`config.mk`:
```
export PLATFORM = sky130hd
export DESIGN_NAME = fault_shutdown_latch
export DESIGN_NICKNAME = d
export VERILOG_FILES = /design/src/rtl/sdl_pkg.sv /design/src/rtl/sdl_sync.sv /design/src/rtl/sdl_ctrl.sv /design/src/rtl/fault_shutdown_latch.sv
export SDC_FILE = /design/constraint.sdc
export NUM_CORES = 1
export LEC_CHECK = 0
export ABC_AREA = 1
export BUFFER_PORTS_ARGS = -buffer_cell sky130_fd_sc_hd__buf_2
export CAP_MARGIN = 25
export CELL_PAD_IN_SITES_DETAIL_PLACEMENT = 0
export CELL_PAD_IN_SITES_GLOBAL_PLACEMENT = 1
export CORE_AREA = 2 2 39 41
export CTS_BUF_LIST = sky130_fd_sc_hd__clkbuf_4 sky130_fd_sc_hd__clkbuf_8
export DETAILED_ROUTE_END_ITERATION = 6
export DIE_AREA = 0 0 41 43
export GPL_ROUTABILITY_DRIVEN = 0
export PLACE_DENSITY_LB_ADDON = 0.1
export SLEW_MARGIN = 10
export SYNTH_ARGS = -nofsm -noshare
export SYNTH_HDL_FRONTEND = slang
export SYNTH_HIERARCHICAL = 1
export SYNTH_SLANG_ARGS = --single-unit
```
`constraint.sdc`:
```
create_clock -name clk -period 1 [get_ports clk]
set_input_delay 0.2 -clock clk [delete_from_list [all_inputs] [get_ports clk]]
set_output_delay 0.2 -clock clk [all_outputs]
set_load 0.02 [all_outputs]
```
`src/rtl/sdl_pkg.sv`:
```
package sdl_pkg;

  typedef enum logic [1:0] {
    ST_IDLE = 2'd0,
    ST_PULL = 2'd1,
    ST_HOLD = 2'd2
  } sdl_state_e;

  // Next-state rule of the shutdown sequencer.
  function automatic sdl_state_e sdl_next(sdl_state_e cur, logic trip, logic line_hi);
    sdl_state_e nxt;
    nxt = cur;
    case (cur)
      ST_IDLE: if (trip) nxt = ST_PULL;
      ST_PULL: if (!line_hi) nxt = ST_HOLD;
      ST_HOLD: begin
        if (trip)         nxt = ST_PULL;
        else if (line_hi) nxt = ST_IDLE;
      end
      default: nxt = ST_IDLE;
    endcase
    return nxt;
  endfunction

  // Sticky fault flag: a trip sets it; a clear in idle with no trip drops it.
  function automatic logic sdl_flag_next(logic cur, logic trip, logic clr, logic idle);
    if (trip)             return 1'b1;
    else if (clr && idle) return 1'b0;
    else                  return cur;
  endfunction

endpackage

```
`src/rtl/sdl_sync.sv`:
```
module sdl_sync #(
  parameter int   STAGES  = 2,
  parameter logic RST_VAL = 1'b0
) (
  input  logic clk,
  input  logic rst_n,
  input  logic d_i,
  output logic q_o
);
  localparam int LAST = STAGES - 1;

  logic [STAGES-1:0] chain;

  generate
    if (STAGES == 1) begin : g_one
      always_ff @(posedge clk or negedge rst_n)
        if (!rst_n) chain <= RST_VAL;
        else        chain <= d_i;
    end else begin : g_many
      always_ff @(posedge clk or negedge rst_n)
        if (!rst_n) chain <= {STAGES{RST_VAL}};
        else        chain <= {chain[STAGES-2:0], d_i};
    end
  endgenerate

  assign q_o = chain[LAST];
endmodule

```
`src/rtl/sdl_ctrl.sv`:
```
module sdl_ctrl
  import sdl_pkg::*;
(
  input  logic       clk,
  input  logic       rst_n,
  input  logic       trip_s_i,
  input  logic       line_s_i,
  input  logic       clear_i,
  output sdl_state_e state_o,
  output logic       fault_o
);
  sdl_state_e state_q;
  logic       fault_q;
  logic       idle;

  assign idle = (state_q == ST_IDLE);

  always_ff @(posedge clk or negedge rst_n) begin
    if (!rst_n) begin
      state_q <= ST_IDLE;
      fault_q <= 1'b0;
    end else begin
      state_q <= sdl_next(state_q, trip_s_i, line_s_i);
      fault_q <= sdl_flag_next(fault_q, trip_s_i, clear_i, idle);
    end
  end

  assign state_o = state_q;
  assign fault_o = fault_q;
endmodule

```
`src/rtl/fault_shutdown_latch.sv`:
```
module fault_shutdown_latch
  import sdl_pkg::*;
#(
  parameter int SYNC_STAGES = 2
) (
  input  logic clk,
  input  logic rst_n,
  input  logic trip_raw_i,
  input  logic pin_raw_i,
  input  logic clear_i,
  output logic od_pulldown_o,
  output logic gate_off_o,
  output logic fault_flag_o
);
  // Named internal events, brought out for the checker.
  logic       trip_s;
  logic       pin_s;
  logic       in_idle;
  sdl_state_e state;

  sdl_sync #(.STAGES(SYNC_STAGES), .RST_VAL(1'b0)) u_trip_sync (
    .clk(clk), .rst_n(rst_n), .d_i(trip_raw_i), .q_o(trip_s)
  );

  // The line idles high through its external pull-up.
  sdl_sync #(.STAGES(SYNC_STAGES), .RST_VAL(1'b1)) u_pin_sync (
    .clk(clk), .rst_n(rst_n), .d_i(pin_raw_i), .q_o(pin_s)
  );

  sdl_ctrl u_ctrl (
    .clk(clk), .rst_n(rst_n), .trip_s_i(trip_s), .line_s_i(pin_s),
    .clear_i(clear_i), .state_o(state), .fault_o(fault_flag_o)
  );

  assign in_idle       = (state == ST_IDLE);
  assign od_pulldown_o = (state == ST_PULL);
  // Fast path: the raw trip bypasses the synchronisers.
  assign gate_off_o    = trip_raw_i | ~in_idle | ~pin_s;
endmodule

```
# == Word-level counts from Yosys, hierarchy flattened ==
# Index checks and enable logic that the tools add are counted.
# Widths: inputs -> output; s select.
# totals
regBits,7
inputBits,5
out_inout_bits,3
wordCells,24
# classes
n_eq_ne,5
muxes,7
n_bitwise,4
reduce_logical,4
# ops
op,count
$mux 2,4
$pmux 2 s3,1
$ne 3x3->1 const B,1
$reduce_and 3->1,1
$eq 2x1->1 const B,1
$eq 2x2->1 const B,1
$logic_not 2->1,1
$mux 1,2
$ne 2x1->1 const B,1
$ne 2x2->1 const B,1
$not 1->1,2
$or 1x1->1,2
$reduce_bool 2->1,1
$logic_and 1x1->1,1

# == Longest topological paths before layout ==
# Gate-level depths: netlist of run 1.
# depth
depth_word,4
ltp_mapped,4
mapped_depth_nobuf,4

# == By module ==
# Netlist of run 1, hierarchy kept.
# modules_own_cells
mod,n_inst,cells_each,area_per_inst_um2,seq_area_each_um2
sdl_ctrl,1,16,130.1,75.1
sdl_sync at u_pin_sync,1,2,52.6,52.6
sdl_sync at u_trip_sync,1,2,50.0,50.0
fault_shutdown_latch,1,6,25.0,0.0

# == Worst setup path before layout of run 1 ==
# OpenSTA, ideal clock, no wires.
# synth_path
path_kind,flip-flop to output port
start,register u_pin_sync.chain[1]
end,output gate_off_o
arrival_ns,0.756
required_time_ns,0.800
slack_ns,0.044
stages_incl_launch_ff,4
n_path_buf,0
path_cell_list,dfstp_2 > inv_1 > nor2_2 > nand2_1
# synth_via
elab_chain_len,2
# synth_rtl
item,line,text
from (decl),sdl_sync.sv:12,logic [STAGES-1:0] chain;
from (signal assigned),sdl_sync.sv:21,if (!rst_n) chain <= {STAGES{RST_VAL}};
from (signal assigned),sdl_sync.sv:22,"else chain <= {chain[STAGES-2:0], d_i};"
$not 1->1,fault_shutdown_latch.sv:38,assign gate_off_o = trip_raw_i | ~in_idle | ~pin_s;
$or 1x1->1,fault_shutdown_latch.sv:38,
to (decl),fault_shutdown_latch.sv:12,"output logic gate_off_o,"
# Every way passes these cells.

# == Worst setup path after layout of run 1 ==
# Ends and elaborated chain as after synthesis.

==> results.md, run 1 <==
- Status: finished, violations left
- Failing checks: setup timing
- Critical path type: reg2out
- Placed insts: between 50 and 60
- Worst-Skew Late Latency: 0.24 ns
- Die Area: 1760 µm²
- Distinct cells, synth: 9
- Net count after synthesis: 31
- CP Launch Type: register
- Peak supply drop: 0.663 mV
- Vias/cell: around 3.6
- Final worst-path cycle share: 1.26
- Slowest cell on crit path: dfstp_2
- Antenna-violating nets left: 0
- H-Tree Depth: 1
- RSZ-0062 raised after global routing: true
- Core ar.: 1380 µm²
- Largest family of logic cells by synthesized area: simple AND/OR/NAND/NOR gates
- Critical Path, Cell by Cell: inv_2 > nor2_2 > nand2_1 > buf_6
- Max-cap violation count: 0
- TritonCTS Sinks: 7
- Worst path arrival time: 1.06 ns
- Int Pwr: 0.579 mW
- Worst R2R Path Depth: 6
- CTS root buffer: clkbuf_4
- Grt ovf: 0
- Post-Syn Area: ~260 µm²
- Post-route core utilization: 0.289
- Synth Area in Compound Gates: 0.0194
- Final #Nets: 48
- Slew HR: 0.895
- Clk buf depth: 2
- Post-route insts no fill: 58
- Syn avg cell area: 9.91 µm²
- Setup violators final: 2
- Overall global routing resource usage: 0.0701
- Worst setup EP type: output port
- Port bufs: 7
- Register bit total from synthesis: 7
- Inserted Diodes: 0
- Std cell rows: 14
- Final Skew: 0.000577 ns
- Flop pwr share: 0.428
- Initial antenna violation count: 0
- DRC Markers: 0
- Via count: 208
- CP max FO: 2
- Sequential element share of the synthesized area: 0.689
- Hold/Removal Path Class: in2reg
- # IOs: 8
- Drt total wl: 447 µm
- Initial DRC count: 2
- Share of layout cells above drive strength 1: 0.500
- Reg clk slew, reported paths: ~0.050 ns
- Chip Height: 43 µm
- Max-slew violations: 0
- Layout area overhead: 55.3%
- CTS tree: built
- Clock network fraction of total power: 0.352
- Slowest stage delay, CP: 0.54 ns
- Initial Util: 0.186
- Pwr Density: 1930 nW/µm²
- Combinational power share: 0.220
- Num CTS Buffers: 3
- Drt pass-1 iters: 3
- Gate Count Post-Synth: 26
- Worst setup margin: -0.262 ns
- Least-Margin Pin Slew: around 0.16 ns
- DR WL/cell: 7.71 µm
- Sw Pwr: 0.195 mW
- Largest net degree at the start of global routing: 8
- Sw Share: 0.252
- Post-synthesis mux area share: 0
- Final Hold Vio Count: 0
- Post-route minimum period: 1.26 ns
- CP required: ~0.80 ns
- FMAX: 0.792 GHz
- Yosys warning count: 6
- Synth Area in Simple Gates: 0.233
- Die X: 41 µm
- First-pass GRT wire length: a little over 700 µm
- Post-Synth XOR/XNOR Area: 0
- Vias in the first global route: a little under 200
- Synth Area in Adders: 0
- Leakage power: 0.205 nW
- Cell depth of the worst hold path: 1
[flip-flops by register name (all words and copies together) (netlist names)]
| register | flops |
|---|---|
| u_ctrl/state_o | 2 |
| u_pin_sync/chain | 2 |
| u_trip_sync/chain | 2 |
| u_ctrl/fault_o | 1 |
[cell usage in the layout, fill, tap and decap left out, types with 2 or more instances in the layout]
cell type / n
nand2_1: 6
buf_4: 5
dfrtp_1: 5
nor2_1: 4
clkbuf_4: 4
buf_2: 4
inv_1: 2
inv_2: 2
nor2_2: 2
buf_6: 2
dfstp_2: 2
[layout make-up]
| cell class | instances | area, µm² |
|---|---|---|
| fill | 148 | 983 |
| sequential | 7 | 178 |
| timing repair buffer | 12 | 90.1 |
| multi-input combinational | 15 | 67.6 |
| clock buffer | 4 | 30.0 |
| tap | 16 | 20.0 |
| inverter | 4 | 15.0 |
[path summary, 6_finish.rpt]
kind | slack [ns] | end | start
min in group asynchronous | 0.31 | u_trip_sync/chain[1] | rst_n
hold reg to reg | 0.35 | u_trip_sync/chain[1] | u_trip_sync/chain[0]
setup / recovery | -0.26 | gate_off_o | u_pin_sync/chain[1]
setup reg to reg | 0.02 | u_ctrl/fault_o | u_ctrl/state_o[1]
max in group asynchronous | 0.46 | u_pin_sync/chain[0] | rst_n
hold / removal | 0.05 | u_pin_sync/chain[0] | pin_raw_i
[cells in the mapped netlist, drive strengths merged]
master	count	area (µm²)
dfstp	2	52.6
inv	4	15.0
nor2	6	25.0
nand2	6	22.5
nand3	1	5.00
nand3b	1	7.51
dfrtp	5	125
o21ai	1	5.00
[per-layer routing]
metal / vias up / global-route usage / part of all wire
met5: - / 0 / 0
met2: 7 / 0.0875 / 0.46
met4: 0 / 0.0800 / 0.016
met3: 2 / 0.0314 / 0.092
met1: 89 / 0.0767 / 0.43
li1: 110 / - / -
[cell families (layout without fill, tap and decap cells)]
logic type | after synthesis | after routing
flops | 7 | 7
simple gates | 14 | 14
compound gates | 1 | 1
buf+inv | 4 | 20
[critical path, delay by kind of cell, from the launching register on]
kind / cells / cell delay (ns)
buf+inv: 2 / 0.16
flops: 1 / 0.54
simple gates: 2 / 0.12
[repair_timing]
action,4_1_cts,5_1_grt
pin swaps,1,1
setup buffers,1,1
hold buffers,1,0
resized for setup,4,4
hold endpoints to repair,7,0
setup endpoints to repair,2,3
cloned,0,0
[power groups by stage]
| stage | registers [mW] | logic (mW) | clock network [mW] |
|---|---|---|---|
| 2_1_floorplan | 0.346 | 0.0612 | 0 |
| 3_3_place_gp | 0.337 | 0.128 | 0 |
| 3_5_place_dp | 0.337 | 0.129 | 0 |
| 4_1_cts | 0.331 | 0.154 | 0.292 |
| 5_1_grt | 0.334 | 0.188 | 0.321 |
| 6_report | 0.332 | 0.170 | 0.273 |
[per-stage QoR]
stage / hold WS (ns) / total power [mW] / instance area [µm²] / setup slack (ns) / TNS, ns
after floorplan: -0.0956 / 0.407 / 258 / 0.0437 / 0
after global placement: 0.0415 / 0.466 / 328 / -0.0225 / -0.0225
after detailed placement: 0.0414 / 0.466 / 328 / -0.0185 / -0.0185
after CTS: 0.0402 / 0.776 / 384 / -0.281 / -0.384
after global routing: 0.0303 / 0.843 / 400 / -0.322 / -0.502
final: 0.0544 / 0.775 / 400 / -0.262 / -0.337
Power figures use the tool's default switching activity.
==> inputs of run 2 (changes only) <==
--- a/config.mk
+++ b/config.mk
@@ -20,4 +20,3 @@
 export SYNTH_ARGS = -nofsm -noshare
 export SYNTH_HDL_FRONTEND = slang
-export SYNTH_HIERARCHICAL = 1
 export SYNTH_SLANG_ARGS = --single-unit
==> constraint.sdc (replaced) <==
create_clock -name clk -period 1 [get_ports clk]
set_input_delay 0.1 -clock clk [delete_from_list [all_inputs] [get_ports clk]]
set_output_delay 0.1 -clock clk [all_outputs]
set_load 0.02 [all_outputs]
==> run 2 against run 1 <==
Net effect:
- the run still ends with setup timing left
- first-iteration DRC count fell by 100%
- setup slack improved by 0.091 ns
- core utilization fell by 0.90 points
- non-clock buffer count fell by 1
- final cell count fell by 3.4%
- global-route usage rose by 0.48 points
- clock power rose by 3%
- power fell by 1.6%
- worst hold slack improved by 0.043 ns
- critical path depth did not move
- via count fell by 8.2%
- sequential share of layout area rose by 1.4 points
==> results.md, run 2 <==
- Status: finished, violations left
- Failing checks: setup timing
- Synth top area cells: dfrtp_1 51%, dfstp_2 21%, nand2_1 15%, inv_1 6.1%, nor2_1 4.5%
- DR WL/cell: 7.89 µm
- Critical path type: reg2out
- Std cell rows: 14
- Via count: 191
- Register bit total from synthesis: 7
- Slowest cell on crit path: dfstp_2
- FMAX: around 0.85 GHz
- Die X: slightly above 40 µm
- DRC Markers: 0
- Vias in the first global route: 193
- Slowest stage delay, CP: 0.53 ns
- Clk buf depth: 2
- Most common cell after layout, fill and taps aside: nand2_1
- Power Total: 0.762 mW
- Max-cap violation count: 0
- # IOs: 8
- Dpl hpwl: ~330 µm
- Inserted Diodes: 0
- Grt ovf: 0
- Post-Syn Area: between 200 and 250 µm²
- Yosys warning count: 0
- Sequential element share of the synthesized area: 0.717
- Worst setup margin: -0.171 ns
- Post-route minimum period: 1.17 ns
- Die Area: 1760 µm²
- Cell family contributing the most delay on the critical path: flip-flops
- Distinct cells, synth: 6
- Final #Nets: 46
- First-pass GRT wire length: 779 µm
- Hold/Removal Path Class: in2reg
- Top-area cell type share of the netlist area: 0.505
- Final worst-path cycle share: 1.17
- Final Instance Area: 388 µm²
- Num CTS Buffers: 3
- Post-route core utilization: 0.280
- Antenna-violating nets left: 0
- CTS root buffer: clkbuf_4
- Most frequent cell after synthesis: nand2_1
- Syn avg cell area: 9.91 µm²
- Critical Path, Cell by Cell: inv_2 > nor2_2 > nand2_1 > buf_6
- Max-slew violations: 0
- Post-synth EDFFs: 0
- CP required: roughly 0.90 ns
- Layout area overhead: 56.6%
- Initial antenna violation count: 0
- Share of layout cells above drive strength 1: 0.450
- Core ar.: 1380 µm²
- # fillers: roughly 150
- Port bufs: 7
- Setup violators final: 2
- Initial DRC count: 0
- Most frequent cells after synthesis: 10 x nand2_1, 5 x dfrtp_1, 4 x inv_1
- Largest net degree at the start of global routing: 8
- CP max FO: 2
- Leakage power: 0.200 nW
- Slew HR: 0.891
- RSZ-0062 raised after global routing: true
- Overall global routing resource usage: 0.0749
- Least-Margin Pin Slew: 0.163 ns
- Placed cell areas: 303 µm²
- Gate Count Post-Synth: 25
- TritonCTS Sinks: 7
- Chip Height: 43 µm
- Synth Flop Type: dfrtp_1
- Initial Util: 0.179
- Reg clk slew, reported paths: 0.05 ns
- Worst setup EP type: output port
- Final Skew: 0.000398 ns
- Final Hold Vio Count: 0
- Net count after synthesis: 30
- H-Tree Depth: 1
- Worst path arrival time: approximately 1.1 ns
- Most frequent cells in the layout: 10 x nand2_1, 5 x buf_2, 5 x dfrtp_1
- CP Launch Type: register
- Peak supply drop: 0.541 mV
- CTS tree: built
- Drt total wl: 442 µm
- Asr flop ratio synth: 1.00
- Hold WS: 0.0971 ns
- Worst-Skew Late Latency: 0.25 ns
- Dominant cell type by area after synthesis: dfrtp_1
- Vias/cell: about 3.4
- Pwr Density: slightly below 2000 nW/µm²
- Drt pass-1 iters: 1
- Buffer and inverter count on the worst path: 2
-- run 2: final timing paths --
path                                       from                    to  slack, ns  cells past startpoint
max                         u_pin_sync.chain[1]            gate_off_o      -0.17                      4
min                                     clear_i        u_ctrl.fault_o        0.1                      4
max reg2reg                   u_ctrl.state_o[0]        u_ctrl.fault_o       0.17                      4
min reg2reg                u_trip_sync.chain[0]  u_trip_sync.chain[1]       0.35                      0
max in group asynchronous                 rst_n   u_pin_sync.chain[1]       0.56                      2
min in group asynchronous                 rst_n  u_trip_sync.chain[0]       0.21                      2
-- run 2: what timing repair did --
action / in CTS / in global routing
resized for setup: 4 / 3
hold buffers: 3 / 0
gates cloned: 0 / 0
hold endpoints to repair: 9 / 0
endpoints found under the setup margin: 2 / 3
setup buffers: 0 / 1
-- run 2: per-layer routing --
metal,part of all wire,vias up,routed length [µm],track usage
li1,-,102,-,-
met1,0.43,85,190,0.0924
met2,0.54,4,240,0.0781
met3,0.025,0,11,0.0314
met4,0,0,0,0.100
met5,0,-,0,0
-- run 2: area by class of cell --
type / count / area, µm² / area share
Multi-Input combinational cell: 14 / 60.1 / 0.155
Inverter: 4 / 15.0 / 0.0387
Timing Repair Buffer: 11 / 85.1 / 0.219
Clock buffer: 4 / 30.0 / 0.0774
Tap cell: 16 / 20.0 / 0.0516
Sequential cell: 7 / 178 / 0.458
-- run 2: power breakdown --
group,internal [mW],switching (mW)
clock network,0.179,0.100
registers,0.314,0.0188
logic,0.0714,0.0789
-- run 2: kinds of logic after synthesis --
| logic type | share of synthesized area |
|---|---|
| simple gates | 0.222 |
| flops | 0.717 |
| buf+inv | 0.0606 |
-- run 2: per-stage QoR --
stage	setup WS, ns	cells	TNS (ns)
4_1_cts	-0.218	55	-0.267
3_3_place_gp	0.0475	48	0
6_report	-0.171	56	-0.214
3_5_place_dp	0.0477	48	0
5_1_grt	-0.238	56	-0.348
2_1_floorplan	0.148	25	0
-- run 2: tightest hold or removal path: cells and delay by family --
family | cells | cell delay, ns
buf+inv | 1 | 0.07
simple gates | 3 | 0.13
